$ cat src/rtl/wo_gate_pkg.sv
package wo_gate_pkg;
    typedef enum logic {
        GATE_OPEN   = 1'b0,
        GATE_FENCED = 1'b1
    } gate_state_e;
endpackage

$ cat src/rtl/wo_outstanding_ctr.sv
module wo_outstanding_ctr #(
    parameter int MAX_OUT = 4,
    parameter int CW      = $clog2(MAX_OUT + 1)
) (
    input  logic          clk,
    input  logic          rst_n,
    input  logic          inc,
    input  logic          dec,
    output logic [CW-1:0] count,
    output logic          at_zero,
    output logic          at_max
);
    localparam logic [CW-1:0] LIMIT = CW'(MAX_OUT);

    logic dec_eff;

    // a completion with nothing in flight is dropped
    assign dec_eff = dec && (count != '0);
    assign at_zero = (count == '0);
    assign at_max  = (count == LIMIT);

    always_ff @(posedge clk or negedge rst_n) begin
        if (!rst_n) begin
            count <= '0;
        end else begin
            unique case ({inc, dec_eff})
                2'b10:   count <= count + 1'b1;
                2'b01:   count <= count - 1'b1;
                default: count <= count;
            endcase
        end
    end
endmodule

$ cat src/rtl/wo_fence_fsm.sv
module wo_fence_fsm
    import wo_gate_pkg::*;
(
    input  logic clk,
    input  logic rst_n,
    input  logic sync_issue,
    input  logic sync_done,
    output logic fence_busy
);
    gate_state_e state_q, state_d;

    always_ff @(posedge clk or negedge rst_n) begin
        if (!rst_n) state_q <= GATE_OPEN;
        else        state_q <= state_d;
    end

    always_comb begin
        state_d = state_q;
        unique case (state_q)
            GATE_OPEN:   if (sync_issue) state_d = GATE_FENCED;
            GATE_FENCED: if (sync_done)  state_d = GATE_OPEN;
            default:     state_d = GATE_OPEN;
        endcase
    end

    always_comb begin
        fence_busy = (state_q == GATE_FENCED);
    end
endmodule

$ cat src/rtl/wo_issue_decide.sv
module wo_issue_decide (
    input  logic req_valid,
    input  logic req_sync,
    input  logic fence_busy,
    input  logic cnt_zero,
    input  logic cnt_full,
    output logic req_ready,
    output logic fire,
    output logic data_fire,
    output logic sync_fire
);
    always_comb begin
        if (fence_busy)    req_ready = 1'b0;
        else if (req_sync) req_ready = cnt_zero;
        else               req_ready = !cnt_full;
        fire      = req_valid && req_ready;
        data_fire = fire && !req_sync;
        sync_fire = fire && req_sync;
    end
endmodule

$ cat src/rtl/wo_issue_gate.sv
module wo_issue_gate #(
    parameter int MAX_OUT = 4,
    localparam int CW     = $clog2(MAX_OUT + 1)
) (
    input  logic          clk,
    input  logic          rst_n,
    input  logic          req_valid,
    input  logic          req_sync,
    output logic          req_ready,
    output logic          iss_fire,
    output logic          iss_sync,
    input  logic          cpl_valid,
    input  logic          cpl_sync,
    output logic [CW-1:0] outstanding,
    output logic          fence_busy
);
    logic cnt_zero, cnt_full, data_fire, sync_fire;
    logic data_cpl, sync_cpl;

    assign data_cpl = cpl_valid && !cpl_sync;
    assign sync_cpl = cpl_valid && cpl_sync;
    assign iss_sync = req_sync;

    wo_issue_decide u_decide (
        .req_valid (req_valid),
        .req_sync  (req_sync),
        .fence_busy(fence_busy),
        .cnt_zero  (cnt_zero),
        .cnt_full  (cnt_full),
        .req_ready (req_ready),
        .fire      (iss_fire),
        .data_fire (data_fire),
        .sync_fire (sync_fire)
    );

    wo_outstanding_ctr #(.MAX_OUT(MAX_OUT), .CW(CW)) u_ctr (
        .clk    (clk),
        .rst_n  (rst_n),
        .inc    (data_fire),
        .dec    (data_cpl),
        .count  (outstanding),
        .at_zero(cnt_zero),
        .at_max (cnt_full)
    );

    wo_fence_fsm u_fsm (
        .clk       (clk),
        .rst_n     (rst_n),
        .sync_issue(sync_fire),
        .sync_done (sync_cpl),
        .fence_busy(fence_busy)
    );
endmodule

$ cat config.mk
export PLATFORM = sky130hd
export DESIGN_NAME = wo_issue_gate
export DESIGN_NICKNAME = d
export VERILOG_FILES = /design/src/rtl/wo_gate_pkg.sv /design/src/rtl/wo_outstanding_ctr.sv /design/src/rtl/wo_fence_fsm.sv /design/src/rtl/wo_issue_decide.sv /design/src/rtl/wo_issue_gate.sv
export SDC_FILE = /design/constraint.sdc
export NUM_CORES = 1
export LEC_CHECK = 0
export CAP_MARGIN = 20
export CORE_AREA = 2 2 39 41
export DETAILED_ROUTE_END_ITERATION = 8
export DIE_AREA = 0 0 41 43
export MAX_ROUTING_LAYER = met4
export PLACE_DENSITY = 0.5
export SYNTH_ARGS = -nofsm -noshare
export SYNTH_HDL_FRONTEND = slang
export SYNTH_SLANG_ARGS = --single-unit
$ cat constraint.sdc
create_clock -name clk -period 3 [get_ports clk]
set_clock_uncertainty 0.2 [all_clocks]
set_input_delay 0.6 -clock clk [delete_from_list [all_inputs] [get_ports clk]]
set_output_delay 0.6 -clock clk [all_outputs]
set_load 0.01 [all_outputs]
==> flow_summary.html, run 1 <==
<table>
<tr><th>Metric</th><th>Value</th></tr>
<tr><th colspan="2">Outcome</th></tr>
<tr><td>Run status</td><td>complete, no violations</td></tr>
<tr><th colspan="2">Timing</th></tr>
<tr><td>Fmax</td><td>between 0.3 and 0.4 GHz</td></tr>
<tr><td>Count of endpoints failing setup in the final report</td><td>0</td></tr>
<tr><td>Total negative setup slack</td><td>0 ps</td></tr>
<tr><td>Final critical delay including setup and external delays</td><td>2872 ps</td></tr>
<tr><td>Unrepaired setup endpoints after global routing</td><td>no</td></tr>
<tr><td>Headroom to the max-slew limit</td><td>78.86%</td></tr>
<tr><td>Final cycle utilization of the critical path</td><td>95.74%</td></tr>
<tr><td>Number of hold violations in the final report</td><td>0</td></tr>
<tr><td>Max-slew violations</td><td>0</td></tr>
<tr><td>Final setup margin</td><td>127.9 ps</td></tr>
<tr><td>Final-layout worst hold slack</td><td>327.6 ps</td></tr>
<tr><td>Transition time at the pin with the least slew margin</td><td>316.5 ps</td></tr>
<tr><th colspan="2">Yosys</th></tr>
<tr><td>Count of state elements after synthesis</td><td>4</td></tr>
<tr><td>Sequential share of the synthesized area</td><td>40.82%</td></tr>
<tr><td>Mapped Area</td><td>245.2 sq um</td></tr>
<tr><td>Number of distinct library cells after synthesis</td><td>14</td></tr>
<tr><td>Fraction of registers with async set or reset after synthesis</td><td>100.0%</td></tr>
<tr><td>Cells after Synth</td><td>21</td></tr>
<tr><td>Total nets after synthesis</td><td>29</td></tr>
<tr><td>Area leader, netlist</td><td>dfrtp_1</td></tr>
<tr><td>Most used flip-flop cell after synthesis</td><td>dfrtp_1</td></tr>
<tr><td>Number of synthesis warnings</td><td>0</td></tr>
<tr><td>Most instantiated cells after synthesis</td><td>dfrtp_1 (4), a31oi_1 (2), nor3_1 (2), nor3b_1 (2), xnor2_1 (2)</td></tr>
<tr><td>Avg Synthesized Cell Area</td><td>11.68 sq um</td></tr>
<tr><td>Count of flip-flops with a built-in enable after synthesis</td><td>0</td></tr>
<tr><td>Most used standard cell by instance count after synthesis</td><td>dfrtp_1</td></tr>
<tr><td>Synth top area cells</td><td>dfrtp_1 (41%), fa_1 (8.2%), xnor2_1 (7.1%)</td></tr>
<tr><td>Fraction of post-synthesis cell area in the top cell type by area</td><td>40.82%</td></tr>
<tr><th colspan="2">Floorplanning</th></tr>
<tr><td># IOs</td><td>13</td></tr>
<tr><td>Area of the die</td><td>1763 sq um</td></tr>
<tr><td>Die outline width</td><td>41 um</td></tr>
<tr><td>Effective utilization at floorplan</td><td>17.72%</td></tr>
<tr><td>Core box area</td><td>1384 sq um</td></tr>
<tr><td>Chip height</td><td>43 um</td></tr>
<tr><td>Row count</td><td>14</td></tr>
<tr><th colspan="2">Drt</th></tr>
<tr><td>Final wirelength</td><td>563 um</td></tr>
<tr><td>Number of violations reported at the end of detailed-routing iteration 0</td><td>5</td></tr>
<tr><td>DRC violations left</td><td>0</td></tr>
<tr><td>Pre-Repair DR Iteration Count</td><td>3</td></tr>
<tr><td>Avg WL per Cell</td><td>11.04 um</td></tr>
<tr><td>Antenna-violating nets left</td><td>0</td></tr>
<tr><td>Total vias in the final route</td><td>228</td></tr>
<tr><td>DR vias/cell</td><td>4.471</td></tr>
<tr><th colspan="2">Placement</th></tr>
<tr><td>Total of buffers placed on input and output ports</td><td>12</td></tr>
<tr><td>Post-detail-place hpwl</td><td>between 400 and 500 um</td></tr>
<tr><td>Routability congestion estimate</td><td>approximately 0.64</td></tr>
<tr><td>Dpl cell area</td><td>377.9 sq um</td></tr>
<tr><td>Number of placed instances, taps included</td><td>48</td></tr>
<tr><td>Place WS</td><td>127.2 ps</td></tr>
<tr><th colspan="2">Finish</th></tr>
<tr><td>Fillers</td><td>143</td></tr>
<tr><td>Final Net Count</td><td>45</td></tr>
<tr><td>Count of placed standard cells in the final layout, fillers left out</td><td>51</td></tr>
<tr><td>Area occupied by multi-input gates</td><td>137.6 sq um</td></tr>
<tr><td>Post-route cell area</td><td>400.4 sq um</td></tr>
<tr><td>Layout-stage area growth over the synthesis result</td><td>63.27%</td></tr>
<tr><td>N_diodes</td><td>0</td></tr>
<tr><td>Fraction of layout cells with a size suffix above 1</td><td>11.43%</td></tr>
<tr><td>Util after Layout</td><td>28.93%</td></tr>
<tr><td>Storage element area</td><td>between 100 and 150 sq um</td></tr>
<tr><th colspan="2">Worst setup path</th></tr>
<tr><td>CP Data Arrival Time</td><td>a little over 2000 ps</td></tr>
<tr><td>Startpoint class of the critical path</td><td>primary input</td></tr>
<tr><td>Type of element capturing the critical path</td><td>output port</td></tr>
<tr><td>Setup slack on the worst flop-to-flop path</td><td>between 600 and 700 ps</td></tr>
<tr><td>Required time at the worst-slack endpoint</td><td>between 2000 and 2500 ps</td></tr>
<tr><td>Worst Reg2Reg Path Length in Cells</td><td>7</td></tr>
<tr><td>Worst setup path class</td><td>primary input to output port</td></tr>
<tr><td>Maximum fanout encountered on the critical timing path</td><td>4</td></tr>
<tr><th colspan="2">Global routing</th></tr>
<tr><td>Global-route wire length before repair</td><td>855 um</td></tr>
<tr><td>Pin count of the biggest net entering global routing</td><td>7</td></tr>
<tr><td>Global-route total usage across every layer</td><td>~8.0%</td></tr>
<tr><td>Number of antenna violations at the first check in global routing</td><td>0</td></tr>
<tr><td>Number of global-route vias before repair</td><td>197</td></tr>
<tr><td>Congestion Overflow GR</td><td>0</td></tr>
<tr><th colspan="2">Power and ir drop</th></tr>
<tr><td>Power, Total</td><td>0.4004 mW</td></tr>
<tr><td>Largest vdd supply drop</td><td>0.0004582 V</td></tr>
<tr><td>Ratio of total power to cell area</td><td>around 1000 nW/um^2</td></tr>
<tr><td>Leakage Power</td><td>0.1526 nW</td></tr>
<tr><th colspan="2">Clock network</th></tr>
<tr><td>Register clock-pin slew on the reported worst setup and hold paths</td><td>40 ps</td></tr>
<tr><td>TritonCTS buffer count</td><td>3</td></tr>
<tr><td>Maximum buffer depth of the clock tree</td><td>2</td></tr>
<tr><td>CTS tree</td><td>built</td></tr>
<tr><td>Root Buffer</td><td>clkbuf_4</td></tr>
<tr><td>Post-CTS setup repair buffer count</td><td>0</td></tr>
<tr><td>Number of clock sinks seen by CTS</td><td>4</td></tr>
<tr><td>Number of gates resized after cts</td><td>0</td></tr>
<tr><td>H-tree levels</td><td>1</td></tr>
<tr><td>Count of hold buffers inserted by post-cts repair</td><td>0</td></tr>
<tr><td>Clock latency reported for the late side of the worst-skew pair</td><td>~230 ps</td></tr>
<tr><th colspan="2">Job</th></tr>
<tr><td>Max cap viols</td><td>0</td></tr>
<tr><th colspan="2">Worst hold path</th></tr>
<tr><td>Cell count of the worst hold path</td><td>1</td></tr>
<tr><td>Class of the most critical hold timing path</td><td>flip-flop to flip-flop</td></tr>
</table>
[critical path: stages]
cell             delay (ps)
clkdlybuf4s50_1         470
o21a_1                  150
nor4b_1                 270
clkdlybuf4s50_1         590
[flip-flops by register name (all words and copies together) (netlist names)]
name,flops
u_fsm.fence_busy,1
u_ctr.count,3
[routing by layer]
layer	vias to the layer above	share of wire [%]	track usage (%)	wire (um)
met5	-	0	-	0
met4	0	0.71	2.000	4
met3	2	19	8.377	107
met2	17	32	8.750	179
met1	101	48	9.836	272
li1	108	-	-	-
[logic make-up after synthesis]
group / synth area share [%]
muxes: 4.592
xor gates and xnor gates: 10.72
AOI/OAI and AO/OA: 8.164
and+or+nand+nor: 19.39
adders and majority gates: 13.26
buffers and inverters: 3.062
DFF: 40.82
[placed cells by master (no fill, tap or decap), types with 2 or more instances in the layout]
master / count
a31oi_1: 2
clkbuf_4: 3
clkdlybuf4s50_1: 12
dfrtp_1: 4
nor3_1: 2
nor3b_1: 2
xnor2_1: 2
[cell type report]
type,count,area share [%]
clock buffer,3,5.625
multi-input combinational,16,34.38
sequential,4,25.00
tap,16,5.000
timing repair buffer,12,30.00
[worst paths after layout]
path	to	startpoint
worst max-delay path	iss_fire	req_sync
worst min-delay path	u_ctr.count[2]$_DFFE_PN0P_	u_ctr.count[2]$_DFFE_PN0P_
worst max register to register	u_ctr.count[2]$_DFFE_PN0P_	u_ctr.count[2]$_DFFE_PN0P_
worst min register to register	u_ctr.count[2]$_DFFE_PN0P_	u_ctr.count[2]$_DFFE_PN0P_
max in group asynchronous	u_ctr.count[2]$_DFFE_PN0P_	rst_n
min in group asynchronous	u_fsm.fence_busy$_DFF_PN0_	rst_n
[where the power goes]
| part | internal, mW | total (mW) | switching [mW] |
|---|---|---|---|
| combinational | 0.129 | 0.206 | 0.0777 |
| sequential | 0.0828 | 0.128 | 0.0450 |
| clock | 0.0447 | 0.0662 | 0.0215 |
| total | 0.256 | 0.400 | 0.144 |
Note: power is estimated with default switching activity, not from simulation.
==> inputs of run 2 (changes only) <==
CTS_CLUSTER_DIAMETER = 200   (was not set)
==> results of run 2 <==
No change in the layout: final DEF, timing and power equal those of run 1.
==> inputs of run 3 (changes only) <==
CTS_CLUSTER_DIAMETER = 30   (was 200)
REMOVE_ABC_BUFFERS = 1   (was not set)
==> flow_summary.html, run 3 (synthesis gave the netlist of run 1 again) <==
<table>
<tr><th>Metric</th><th>Value</th></tr>
<tr><th colspan="2">Clock network</th></tr>
<tr><td>TritonCTS buffer count</td><td>3 (unchanged)</td></tr>
<tr><td>Count of hold buffers inserted by post-cts repair</td><td>0 (unchanged)</td></tr>
<tr><td>Post-CTS setup repair buffer count</td><td>0 (unchanged)</td></tr>
<tr><td>Clock latency reported for the late side of the worst-skew pair</td><td>230 ps (about the same)</td></tr>
<tr><td>Number of gates resized after cts</td><td>0 (unchanged)</td></tr>
<tr><td>Register clock-pin slew on the reported worst setup and hold paths</td><td>30 ps (about the same)</td></tr>
<tr><td>H-tree levels</td><td>1 (unchanged)</td></tr>
<tr><td>Number of clock sinks seen by CTS</td><td>4 (unchanged)</td></tr>
<tr><td>Root Buffer</td><td>clkbuf_4</td></tr>
<tr><td>CTS tree</td><td>built</td></tr>
<tr><td>Maximum buffer depth of the clock tree</td><td>2 (unchanged)</td></tr>
<tr><th colspan="2">Global routing</th></tr>
<tr><td>Congestion Overflow GR</td><td>0 (unchanged)</td></tr>
<tr><td>Number of antenna violations at the first check in global routing</td><td>0 (unchanged)</td></tr>
<tr><td>Number of global-route vias before repair</td><td>272 (+38%)</td></tr>
<tr><td>Global-route total usage across every layer</td><td>10.12% (+2.2 points)</td></tr>
<tr><td>Pin count of the biggest net entering global routing</td><td>7 (unchanged)</td></tr>
<tr><td>Global-route wire length before repair</td><td>1028 um (+20%)</td></tr>
<tr><th colspan="2">Drt</th></tr>
<tr><td>Number of violations reported at the end of detailed-routing iteration 0</td><td>2 (-3)</td></tr>
<tr><td>Total vias in the final route</td><td>230 (+0.88%)</td></tr>
<tr><td>DR vias/cell</td><td>4.510 (+0.88%)</td></tr>
<tr><td>Avg WL per Cell</td><td>11.51 um (+4.3%)</td></tr>
<tr><td>Pre-Repair DR Iteration Count</td><td>2 (-1)</td></tr>
<tr><td>Antenna-violating nets left</td><td>0 (unchanged)</td></tr>
<tr><td>DRC violations left</td><td>0 (unchanged)</td></tr>
<tr><td>Final wirelength</td><td>587 um (+4.3%)</td></tr>
<tr><th colspan="2">Worst setup path</th></tr>
<tr><td>Worst reg2reg endpoint</td><td>u_ctr.count[2]$_DFFE_PN0P_</td></tr>
<tr><td>Critical Path, Cell by Cell</td><td>clkdlybuf4s50_1 &gt; o21a_1 &gt; nor4b_1 &gt; clkdlybuf4s50_1</td></tr>
<tr><td>Kind of cell adding the most delay to the critical path</td><td>buffers and inverters</td></tr>
<tr><td>Type of element capturing the critical path</td><td>output port</td></tr>
<tr><td>CP Data Arrival Time</td><td>2050 ps (-20 ps)</td></tr>
<tr><td>FF-to-FF Start</td><td>u_ctr.count[0]$_DFFE_PN0P_</td></tr>
<tr><td>Stage delay of the slowest cell on the critical path</td><td>590 ps (about the same)</td></tr>
<tr><td>Maximum fanout encountered on the critical timing path</td><td>4 (unchanged)</td></tr>
<tr><td>Required time at the worst-slack endpoint</td><td>2200 ps (about the same)</td></tr>
<tr><td>Worst Path Buf+Inv</td><td>2 (unchanged)</td></tr>
<tr><td>Setup slack on the worst flop-to-flop path</td><td>660 ps (+20 ps)</td></tr>
<tr><td>Startpoint class of the critical path</td><td>primary input</td></tr>
<tr><td>Worst setup path class</td><td>primary input to output port</td></tr>
<tr><td>Highest-delay cell along the critical path</td><td>clkdlybuf4s50_1</td></tr>
<tr><td>Worst Reg2Reg Path Length in Cells</td><td>7 (unchanged)</td></tr>
<tr><td>Cell with the most instances on the worst path</td><td>clkdlybuf4s50_1</td></tr>
<tr><th colspan="2">Floorplanning</th></tr>
<tr><td># IOs</td><td>13 (unchanged)</td></tr>
<tr><td>Row count</td><td>14 (unchanged)</td></tr>
<tr><td>Chip height</td><td>43 um (unchanged)</td></tr>
<tr><td>Die outline width</td><td>41 um (unchanged)</td></tr>
<tr><td>Area of the die</td><td>1763 sq um (unchanged)</td></tr>
<tr><td>Effective utilization at floorplan</td><td>17.72% (unchanged)</td></tr>
<tr><td>Core box area</td><td>1384 sq um (unchanged)</td></tr>
<tr><th colspan="2">Timing</th></tr>
<tr><td>Max-slew violations</td><td>0 (unchanged)</td></tr>
<tr><td>Count of endpoints failing setup in the final report</td><td>0 (unchanged)</td></tr>
<tr><td>Number of hold violations in the final report</td><td>0 (unchanged)</td></tr>
<tr><td>Final setup margin</td><td>150.6 ps (+22.63 ps)</td></tr>
<tr><td>Final-layout worst hold slack</td><td>311.3 ps (-16.36 ps)</td></tr>
<tr><td>Fmax</td><td>0.3509 GHz (+0.79%)</td></tr>
<tr><td>Transition time at the pin with the least slew margin</td><td>316.5 ps (-0.008941 ps)</td></tr>
<tr><td>Final cycle utilization of the critical path</td><td>94.98% (-0.75 points)</td></tr>
<tr><td>Unrepaired setup endpoints after global routing</td><td>no</td></tr>
<tr><td>Total negative setup slack</td><td>0 ps (unchanged)</td></tr>
<tr><td>Final critical delay including setup and external delays</td><td>2849 ps (-22.63 ps)</td></tr>
<tr><td>Headroom to the max-slew limit</td><td>78.86% (about the same)</td></tr>
<tr><th colspan="2">Placement</th></tr>
<tr><td>Post-detail-place hpwl</td><td>491.5 um (+15%)</td></tr>
<tr><td>Place WS</td><td>105.0 ps (-22.11 ps)</td></tr>
<tr><td>Total of buffers placed on input and output ports</td><td>12 (unchanged)</td></tr>
<tr><td>Routability congestion estimate</td><td>0.6372 (-1.1%)</td></tr>
<tr><th colspan="2">Job</th></tr>
<tr><td>Max cap viols</td><td>0 (unchanged)</td></tr>
<tr><th colspan="2">Finish</th></tr>
<tr><td>Final Net Count</td><td>45 (unchanged)</td></tr>
<tr><td>Layout-stage area growth over the synthesis result</td><td>63.27% (unchanged)</td></tr>
<tr><td>Register bank with the most flops</td><td>u_ctr.count</td></tr>
<tr><td>N_diodes</td><td>0 (unchanged)</td></tr>
<tr><td>Leading cell types in the layout, fill and taps excluded</td><td>clkdlybuf4s50_1 (12), dfrtp_1 (4), clkbuf_4 (3)</td></tr>
<tr><td>Number of flip-flops under the largest register name</td><td>3 (unchanged)</td></tr>
<tr><td>Fraction of layout cells with a size suffix above 1</td><td>11.43% (unchanged)</td></tr>
<tr><td>Most frequent standard cell in the layout excluding fill and tap cells</td><td>clkdlybuf4s50_1</td></tr>
<tr><th colspan="2">Power and ir drop</th></tr>
<tr><td>Ratio of total power to cell area</td><td>1006 nW/um^2 (+0.61%)</td></tr>
<tr><td>Leakage Power</td><td>0.1526 nW (unchanged)</td></tr>
<tr><td>Power, Total</td><td>0.4028 mW (+0.61%)</td></tr>
<tr><td>Largest vdd supply drop</td><td>0.0001585 V (-65%)</td></tr>
<tr><th colspan="2">Outcome</th></tr>
<tr><td>Run status</td><td>complete, no violations</td></tr>
<tr><th colspan="2">Worst hold path</th></tr>
<tr><td>Class of the most critical hold timing path</td><td>flip-flop to flip-flop</td></tr>
<tr><td>Cell count of the worst hold path</td><td>1 (unchanged)</td></tr>
<tr><td>WHS Endpoint</td><td>u_ctr.count[2]$_DFFE_PN0P_</td></tr>
<tr><td>Hold Path Origin</td><td>u_ctr.count[2]$_DFFE_PN0P_</td></tr>
</table>
run 3: worst max-delay path by stage:
| stage | startpoint | end | depth (start not counted) |
|---|---|---|---|
| 5_1_grt | req_sync | iss_fire | 4 |
| 3_3_place_gp | req_sync | u_ctr.count[2]$_DFFE_PN0P_ | 7 |
| 2_1_floorplan | req_sync | u_ctr.count[2]$_DFFE_PN0P_ | 6 |
| 3_5_place_dp | req_sync | u_ctr.count[2]$_DFFE_PN0P_ | 7 |
| 6_report | req_sync | iss_fire | 4 |
| 4_1_cts | req_sync | iss_fire | 4 |
run 3: metrics by stage:
step           cells  utilization, %  cell area (sq um)
3_3_place_gp      48           27.31              377.9
6_report          51           28.93              400.4
2_1_floorplan     20               -              237.7
3_5_place_dp      48           27.31              377.9
5_1_grt           51           28.93              400.4
4_1_cts           51           28.93              400.4
run 3: final cells by class:
cell class	instances	area, sq um
Fill cell	153	983.4
Clock buffer	3	22.52
Timing Repair Buffer	12	120.1
Tap cell	16	20.02
Multi-Input combinational cell	16	137.6
Sequential cell	4	100.1
run 3: power breakdown:
part           switching (mW)  internal, mW  leakage, nW
combinational          0.0790         0.131       0.0911
sequential             0.0440        0.0828       0.0477
clock                  0.0211        0.0447       0.0138
run 3: routing by layer:
metal / vias to the layer above / routed length, um / GRT usage [%] / share of wire [%]
met2: 13 / 307 / 15.94 / 52
li1: 108 / - / - / -
met3: 0 / 54 / 6.283 / 9.2
met5: - / 0 / - / 0
met4: 0 / 0 / 10.00 / 0
met1: 109 / 224 / 6.515 / 38
